`src/rtl/lin_hdr_pkg.sv`:
```
package lin_hdr_pkg;

    typedef enum logic [2:0] {
        ST_IDLE,
        ST_BREAK,
        ST_DELIM,
        ST_SYNC,
        ST_IDENT,
        ST_DATA
    } seq_state_t;

    typedef enum logic [1:0] {
        CMD_PLAIN = 2'd0,
        CMD_BREAK = 2'd1,
        CMD_AUTO  = 2'd2,
        CMD_RSVD  = 2'd3
    } hdr_cmd_t;

endpackage

```
`src/rtl/lin_phase_cnt.sv`:
```
module lin_phase_cnt #(
    parameter int CNT_W = 4
) (
    input  logic             clk,
    input  logic             rst_n,
    input  logic             clr,
    input  logic             en,
    input  logic [CNT_W-1:0] last_idx,
    output logic             done
);

    logic [CNT_W-1:0] cnt;

    always_ff @(posedge clk or negedge rst_n) begin
        if (!rst_n) begin
            cnt <= '0;
        end else if (clr) begin
            cnt <= '0;
        end else if (en) begin
            cnt <= cnt + 1'b1;
        end
    end

    assign done = en && (cnt == last_idx);

endmodule

```
`src/rtl/lin_frame_ser.sv`:
```
module lin_frame_ser #(
    parameter int DATA_BITS = 8
) (
    input  logic                 clk,
    input  logic                 rst_n,
    input  logic                 load,
    input  logic [DATA_BITS-1:0] load_data,
    input  logic                 shift,
    output logic                 ser_out,
    output logic                 last
);

    localparam int FRAME_BITS = DATA_BITS + 2;
    localparam int FC_W       = $clog2(FRAME_BITS);

    logic [FRAME_BITS-1:0] shreg;
    logic [FC_W-1:0]       fcnt;

    always_ff @(posedge clk or negedge rst_n) begin
        if (!rst_n) begin
            shreg <= '1;
            fcnt  <= '0;
        end else if (load) begin
            shreg <= {1'b1, load_data, 1'b0};
            fcnt  <= '0;
        end else if (shift) begin
            shreg <= {1'b1, shreg[FRAME_BITS-1:1]};
            fcnt  <= fcnt + 1'b1;
        end
    end

    assign ser_out = shreg[0];
    assign last    = shift && (fcnt == FC_W'(FRAME_BITS - 1));

endmodule

```
`src/rtl/lin_hdr_seq.sv`:
```
module lin_hdr_seq
    import lin_hdr_pkg::*;
#(
    parameter int BREAK_BITS = 13,
    parameter int DELIM_BITS = 1,
    parameter int DATA_BITS  = 8
) (
    input  logic                 clk,
    input  logic                 rst_n,
    input  logic                 host_mode,
    input  logic [1:0]           cmd,
    input  logic                 wr_stb,
    input  logic [DATA_BITS-1:0] wr_data,
    input  logic                 bit_tick,
    output logic                 txd,
    output logic                 busy
);

    localparam int PH_MAX = (BREAK_BITS > DELIM_BITS) ? BREAK_BITS : DELIM_BITS;
    localparam int PH_W   = $clog2(PH_MAX + 1);

    function automatic logic [DATA_BITS-1:0] alt_pattern();
        logic [DATA_BITS-1:0] p;
        for (int i = 0; i < DATA_BITS; i++) begin
            p[i] = (i % 2 == 0);
        end
        return p;
    endfunction

    localparam logic [DATA_BITS-1:0] SYNC_PAT = alt_pattern();

    seq_state_t           state, nxt;
    hdr_cmd_t             eff_cmd;
    logic                 accept;
    logic                 auto_r;
    logic [DATA_BITS-1:0] id_r;
    logic                 ph_clr, ph_en, ph_done;
    logic [PH_W-1:0]      ph_last;
    logic                 ser_load, ser_shift, ser_bit, ser_last;
    logic [DATA_BITS-1:0] ser_byte;

    // Resolve the command actually used for this write
    always_comb begin
        eff_cmd = CMD_PLAIN;
        if (host_mode && (hdr_cmd_t'(cmd) == CMD_BREAK)) eff_cmd = CMD_BREAK;
        if (host_mode && (hdr_cmd_t'(cmd) == CMD_AUTO))  eff_cmd = CMD_AUTO;
    end

    assign accept = wr_stb && (state == ST_IDLE);

    // Break and delimiter timing
    assign ph_en   = bit_tick && ((state == ST_BREAK) || (state == ST_DELIM));
    assign ph_clr  = accept || ph_done;
    assign ph_last = (state == ST_BREAK) ? PH_W'(BREAK_BITS - 1) : PH_W'(DELIM_BITS - 1);

    lin_phase_cnt #(
        .CNT_W(PH_W)
    ) u_phase (
        .clk      (clk),
        .rst_n    (rst_n),
        .clr      (ph_clr),
        .en       (ph_en),
        .last_idx (ph_last),
        .done     (ph_done)
    );

    // Shared character shifter
    assign ser_shift = bit_tick &&
                       ((state == ST_SYNC) || (state == ST_IDENT) || (state == ST_DATA));

    lin_frame_ser #(
        .DATA_BITS(DATA_BITS)
    ) u_ser (
        .clk       (clk),
        .rst_n     (rst_n),
        .load      (ser_load),
        .load_data (ser_byte),
        .shift     (ser_shift),
        .ser_out   (ser_bit),
        .last      (ser_last)
    );

    // Per-write context
    always_ff @(posedge clk or negedge rst_n) begin
        if (!rst_n) begin
            auto_r <= 1'b0;
            id_r   <= '0;
        end else if (accept) begin
            auto_r <= (eff_cmd == CMD_AUTO);
            id_r   <= wr_data;
        end
    end

    // State register
    always_ff @(posedge clk or negedge rst_n) begin
        if (!rst_n) begin
            state <= ST_IDLE;
        end else begin
            state <= nxt;
        end
    end

    // Next state and shifter loading
    always_comb begin
        nxt      = state;
        ser_load = 1'b0;
        ser_byte = wr_data;
        unique case (state)
            ST_IDLE: begin
                if (accept) begin
                    if (eff_cmd == CMD_PLAIN) begin
                        nxt      = ST_DATA;
                        ser_load = 1'b1;
                        ser_byte = wr_data;
                    end else begin
                        nxt = ST_BREAK;
                    end
                end
            end
            ST_BREAK: begin
                if (ph_done) nxt = ST_DELIM;
            end
            ST_DELIM: begin
                if (ph_done) begin
                    if (auto_r) begin
                        nxt      = ST_SYNC;
                        ser_load = 1'b1;
                        ser_byte = SYNC_PAT;
                    end else begin
                        nxt = ST_IDLE;
                    end
                end
            end
            ST_SYNC: begin
                if (ser_last) begin
                    nxt      = ST_IDENT;
                    ser_load = 1'b1;
                    ser_byte = id_r;
                end
            end
            ST_IDENT: begin
                if (ser_last) nxt = ST_IDLE;
            end
            ST_DATA: begin
                if (ser_last) nxt = ST_IDLE;
            end
            default: nxt = ST_IDLE;
        endcase
    end

    // Outputs
    always_comb begin
        busy = (state != ST_IDLE);
        unique case (state)
            ST_IDLE:  txd = 1'b1;
            ST_BREAK: txd = 1'b0;
            ST_DELIM: txd = 1'b1;
            default:  txd = ser_bit;
        endcase
    end

endmodule

```
`config.mk`:
```
export PLATFORM = sky130hd
export DESIGN_NAME = lin_hdr_seq
export DESIGN_NICKNAME = d
export VERILOG_FILES = /design/src/rtl/lin_hdr_pkg.sv /design/src/rtl/lin_phase_cnt.sv /design/src/rtl/lin_frame_ser.sv /design/src/rtl/lin_hdr_seq.sv
export SDC_FILE = /design/constraint.sdc
export NUM_CORES = 1
export LEC_CHECK = 0
export ABC_AREA = 1
export BUFFER_PORTS_ARGS = -buffer_cell sky130_fd_sc_hd__buf_2
export CAP_MARGIN = 30
export CORE_MARGIN = 2
export CORE_UTILIZATION = 40
export CTS_CLUSTER_SIZE = 8
export DETAILED_ROUTE_END_ITERATION = 12
export SLEW_MARGIN = 40
export SYNTH_ARGS = -nofsm -noshare
export SYNTH_HDL_FRONTEND = slang
export SYNTH_SLANG_ARGS = --single-unit
```
`constraint.sdc`:
```
create_clock -name clk -period 3.9 [get_ports clk]
set_input_delay 0.39 -clock clk [delete_from_list [all_inputs] [get_ports clk]]
set_output_delay 0.39 -clock clk [all_outputs]
set_load 0.05 [all_outputs]
```
=== Yosys cells after proc, flatten, opt, wreduce, memory -nomap -nowiden ===
Index checks and enable logic that the tools add are counted.

* Word-level logic and storage cells: 70
* Output and inout bits: 2
* Memories: 0
* ROM bits: 0
* Register bits: 30
* Input bits: 15
* Latch bits: 0
* Memory bits (writable): 0

* Add/sub/neg operators: 2
* Shift-type cells: 0
* Reductions and logical operators: 19
* Multiply operators: 0
* Bitwise gates (word level): 0
* Divide/modulo/power cells: 0
* Muxes and demuxes: 28
* Equal/unequal tests: 15
* $lt $le $gt $ge: 0

{| class="wikitable"
|+ Operators with widths
! operator !! count
|-
| 2-to-1 mux 8 bit || 3
|-
| 2-to-1 mux 10 bit || 2
|-
| 2-to-1 mux 4 bit || 5
|-
| 2-to-1 mux 3 bit || 6
|-
| case mux 8 bit (2 select lines) || 1
|-
| case mux 3 bit (5 select lines) || 1
|-
| adder 4 x 1 -> 4 bit (second input constant) || 2
|-
| inequality test 2 bit (second input constant) || 4
|-
| logical AND 1 bit || 7
|-
| == test 3 x 2 -> 1 bit (second input constant) || 2
|-
| == test 3 bit (second input constant) || 2
|-
| 2-to-1 mux 1 bit || 6
|-
| AND reduction 5 bit || 1
|-
| == test 2 bit (second input constant) || 2
|-
| == test 4 bit || 1
|-
| == test 4 bit (second input constant) || 1
|-
| logical OR 1 bit || 4
|-
| 2-to-1 mux 2 bit || 2
|-
| nonzero test 2 bit || 2
|-
| OR reduction 2 bit || 2
|-
| == test 3 x 1 -> 1 bit (second input constant) || 1
|-
| logical NOT 3 bit || 1
|-
| case mux 1 bit (3 select lines) || 1
|-
| nonzero test 3 bit || 1
|-
| 4 further kinds || 4
|}

=== Depth between registers and ports, before layout ===
* Word-level depth: 9
* Depth in mapped cells: 11
* Depth with buffers taken out: 11

=== Hierarchy ===
A second synthesis with hierarchy kept.

* Cells, all modules: 216
* Area, all modules: 1671.6 um^2

{| class="wikitable"
|+ By module, submodules not included
! module !! cells each !! instances !! seq. area each (um^2) !! area an instance (um^2)
|-
| lin_hdr_seq || 110 || 1 || 300.3 || 783.3
|-
| lin_frame_ser || 65 || 1 || 336.6 || 620.6
|-
| lin_phase_cnt || 41 || 1 || 100.1 || 267.8
|}

=== Least setup slack after synthesis ===
No wires, ideal clock.

* Path type: reg-to-reg
* Start: register state[2]
* End: register u_ser.shreg[2]
* Data required time: 3.833 ns
* Path buffers: 1
* Stages on the path, launching flop included: 11
* Path slack: 2.226 ns
* Arrival: 1.606 ns
* Period minus slack after synthesis: 1.674 ns
* Setup time: 0.067 ns
* Path through: dfrtp_1 nor2_2 nand2_2 nor2_4 nand2_1 nand2_2 inv_2 nand2_4 buf_8 nor2_1 nor2_1

* Word-level cells in the longest chain between the ends: 8
* Elaborated cells between the ends (all ways): 25
* Those cells by class: eq/ne: 6; mux: 9; reduce/logical: 10

{| class="wikitable"
|+ RTL lines
! element !! RTL line !! RTL
|-
| start: declaration || lin_hdr_seq.sv:32 || <nowiki>seq_state_t state, nxt;</nowiki>
|-
| start signal: assignment || lin_hdr_seq.sv:99 || <nowiki>state <= nxt;</nowiki>
|-
| parallel branches: the longest is 8 deep, another holds 2-to-1 mux 10 bit || n/a ||
|-
| end signal: assignment || lin_frame_ser.sv:24 || <nowiki>shreg <= {1'b1, load_data, 1'b0};</nowiki>
|-
| end signal: assignment || lin_frame_ser.sv:27 || <nowiki>shreg <= {1'b1, shreg[FRAME_BITS-1:1]};</nowiki>
|-
| end: declaration || lin_frame_ser.sv:16 || <nowiki>logic [FRAME_BITS-1:0] shreg;</nowiki>
|}

Parallel ways; which one is timed is not known.
A chain may end at the register's enable or synchronous reset.

=== Worst setup path after layout ===
* Start: register state[2]
* End: register u_ser.fcnt[1]

* Word-level cells in the longest chain between the ends: 8
* Elaborated cells between the ends (all ways): 22
* Those cells by class: eq/ne: 6; mux: 6; reduce/logical: 10

{| class="wikitable"
|+ RTL lines
! element !! RTL line !! RTL
|-
| parallel branches: the longest is 8 deep, another holds 2-to-1 mux 4 bit || n/a ||
|-
| end signal: assignment || lin_frame_ser.sv:28 || <nowiki>fcnt <= fcnt + 1'b1;</nowiki>
|-
| end: declaration || lin_frame_ser.sv:17 || <nowiki>logic [FC_W-1:0] fcnt;</nowiki>
|}

Parallel ways; which one is timed is not known.

==> results.md <==
* Outcome: completed
* Total congestion overflow at 0
* CTS Buf Count at 5
* Row count at 23
* Initial Util at 0.415
* Average via count per standard cell at roughly 4.7
* DRC at 0
* GPL Wtd Cong at 0.755
* Tmin final at 2080 ps
* CTS root buf: clkbuf_8
* Slowest-stage cell, CP: a21oi_2
* Final Skew at 7.04 ps
* Hold WS at 138 ps
* Critical Path End Type: register
* Worst min path class: in2async
* H-Tree Depth at 2
* Crit-path max FO at 17
* Relative slew slack at 0.552
* Register area at roughly 740 µm²
* Fmax at about 480 MHz
* Cells after synthesis at 217
* TritonCTS clock tree: done
* Port-buffer cells at 16
* Critical path launch point type: register
* Setup WS pre-CTS at 1830 ps
* Avg WL per Cell at 11.6 µm
* Commonest non-fill, non-tap cell in the layout: nand2_1
* Syn Nets at 236
* First drt pass iteration count at 4
* CTS hold repair buffers at 0
* Most frequent cells in the layout: 64 x nand2_1, 29 x nor2_1, 24 x inv_1, 20 x dfrtp_1, 17 x o21ai_0
* Max Cap Viol at 0
* CTS clock-pin slew for the worst setup and hold paths at 70 ps
* Post-synthesis sequential area ratio at 0.444
* CP most frequent cell: inv_1
* Max Slew Vio Count at 0
* Unique masters post-synth at 29
* Worst path max stage delay at around 570 ps
* Detailed Place HPWL at 2450 µm
* CP cell instances: inv_1 -> nand3_1 -> a21oi_2 -> inv_1 -> or2_2 -> a21oi_1
* Drt total wl at ~3300 µm
* Worst slew pin tran at 671 ps
* DRT antenna net count at 0
* Vias in the first global route at 1273
* Via count at 1337
* Fin worst setup slack at 1820 ps
* Layout cells sized above 1 at 0.207
* Die Ht at 68.4 µm
* Initial antenna violation count at 0
* Die width at 68.4 µm
* Clock sinks at 29
* Combined area of the multi-input logic cells at 793 µm²
* Core Area at 4000 µm²
* Ys Warns at 0
* Max clock buf depth at 2
* CP Class: reg2reg
* Crit path DAT at 2280 ps
* CTS resizes at 0
* Total track usage at 0.172
* Static Leak at about 0.92 nW
* Worst-Skew Late Latency at 280 ps
* Nets at approximately 260
* Syn_area_per_cell at 7.65 µm²
* 1st-iter DRT viols at 74
* PD cells at 704 nW/µm²
* Seq cells post-synth at 29
* Die area at 4680 µm²
* Final Cycle Share at 0.532
* Post-Syn Area at approximately 1700 µm²
* Final setup vio count at 0
* Fillers at 418
* Final setup TNS at 0 ps
* Setup bufs post-CTS at 0
* Antenna diodes at 0
* RSZ-0062 raised after global routing: no
* Area Overhead vs Synth at 12.1%
* Power consumption at 1.31 mW
* Global-route wire length before repair at 5890 µm
* Data required time of the critical path at around 4100 ps
* Top Ports at 17
* Final hold vios at 0
* VDD IR max at 0.309 mV
* Largest net degree at the start of global routing at 30
-- registers in the layout, summed over array words and instances, names as in the netlist --
| name | flops |
|---|---|
| id_r | 8 |
| state | 3 |
| auto_r | 1 |
| u_ser.shreg | 9 |
| u_ser.fcnt | 4 |
| u_phase.cnt | 4 |
-- worst paths after layout --
check	start	endpoint	cells after the start	slack, ps
max	state[2]	u_ser.fcnt[1]	6	1820
min	rst_n	id_r[4]	1	140
max reg2reg	state[2]	u_ser.fcnt[1]	6	1820
min reg2reg	u_ser.shreg[1]	u_ser.shreg[0]	2	480
max in group asynchronous	rst_n	u_ser.fcnt[3]	1	3320
min in group clk	wr_data[0]	id_r[0]	3	330
-- metal layers --
metal | vias to the layer above | GRT usage | wire [µm]
met4 | 0 | 0.0600 | 28
met2 | 17 | 0.256 | 1510
met1 | 597 | 0.239 | 1690
met5 | - | 0 | 0
li1 | 719 | - | -
met3 | 4 | 0.0493 | 109
-- cell families (layout without fill, tap and decap cells) --
logic type,after synthesis,count (layout),synth area share
compound gates,23,23,0.0731
xor+xnor,5,5,0.0264
fa+ha+maj,4,4,0.0302
buf+inv,31,51,0.0777
flops,29,29,0.444
simple gates,125,125,0.348
-- Yosys cell counts --
cell | instances | share of area
nand4_1 | 10 | 0.038
or2_2 | 1 | 0.0038
nor3_1 | 1 | 0.0030
buf_8 | 1 | 0.0090
dfstp_2 | 9 | 0.14
buf_2 | 1 | 0.0030
nand2_4 | 1 | 0.0068
nor2_1 | 29 | 0.066
nor2_4 | 1 | 0.0068
dfrtp_1 | 20 | 0.30
nand3_2 | 1 | 0.0060
a21oi_1 | 3 | 0.0090
nor2_2 | 3 | 0.011
o21ai_0 | 17 | 0.051
xor2_1 | 4 | 0.021
inv_1 | 24 | 0.054
xnor2_1 | 1 | 0.0053
a21oi_2 | 1 | 0.0053
nand2_2 | 3 | 0.011
nand4_4 | 1 | 0.013
o21ai_1 | 1 | 0.0030
inv_2 | 3 | 0.0068
nand3_1 | 8 | 0.024
o21a_1 | 1 | 0.0045
nand2_1 | 64 | 0.14
clkbuf_1 | 2 | 0.0045
nand3_4 | 1 | 0.011
ha_1 | 4 | 0.030
or2_1 | 1 | 0.0038
-- critical path: cells and delay by family (launching register included) --
kind,cells,cell delay [ps]
buffers and inverters,2,420
DFF,1,430
AOI/OAI and AO/OA,2,700
and+or+nand+nor,2,440
-- where the power goes --
group / leakage (nW) / switching, mW / internal (mW)
combinational: 0.525 / 0.341 / 0.175
clock: 0.0439 / 0.119 / 0.123
sequential: 0.353 / 0.0900 / 0.462
-- through the flow --
stage | cells | util | instance area, µm²
2_1_floorplan | 217 | - | 1660
5_1_grt | 287 | 0.465 | 1860
6_report | 287 | 0.465 | 1860
4_1_cts | 287 | 0.465 | 1860
3_3_place_gp | 279 | 0.444 | 1770
3_5_place_dp | 279 | 0.444 | 1770
-- final cells by class --
cell class | count | area share
well taps | 50 | 0.0336
multi-input cells | 157 | 0.426
repair buffers | 16 | 0.0430
flip-flops and latches | 29 | 0.396
inverters | 27 | 0.0545
clock inverters | 3 | 0.00941
clock buffers | 5 | 0.0370
No activity file was read; power rests on OpenSTA's default activity.
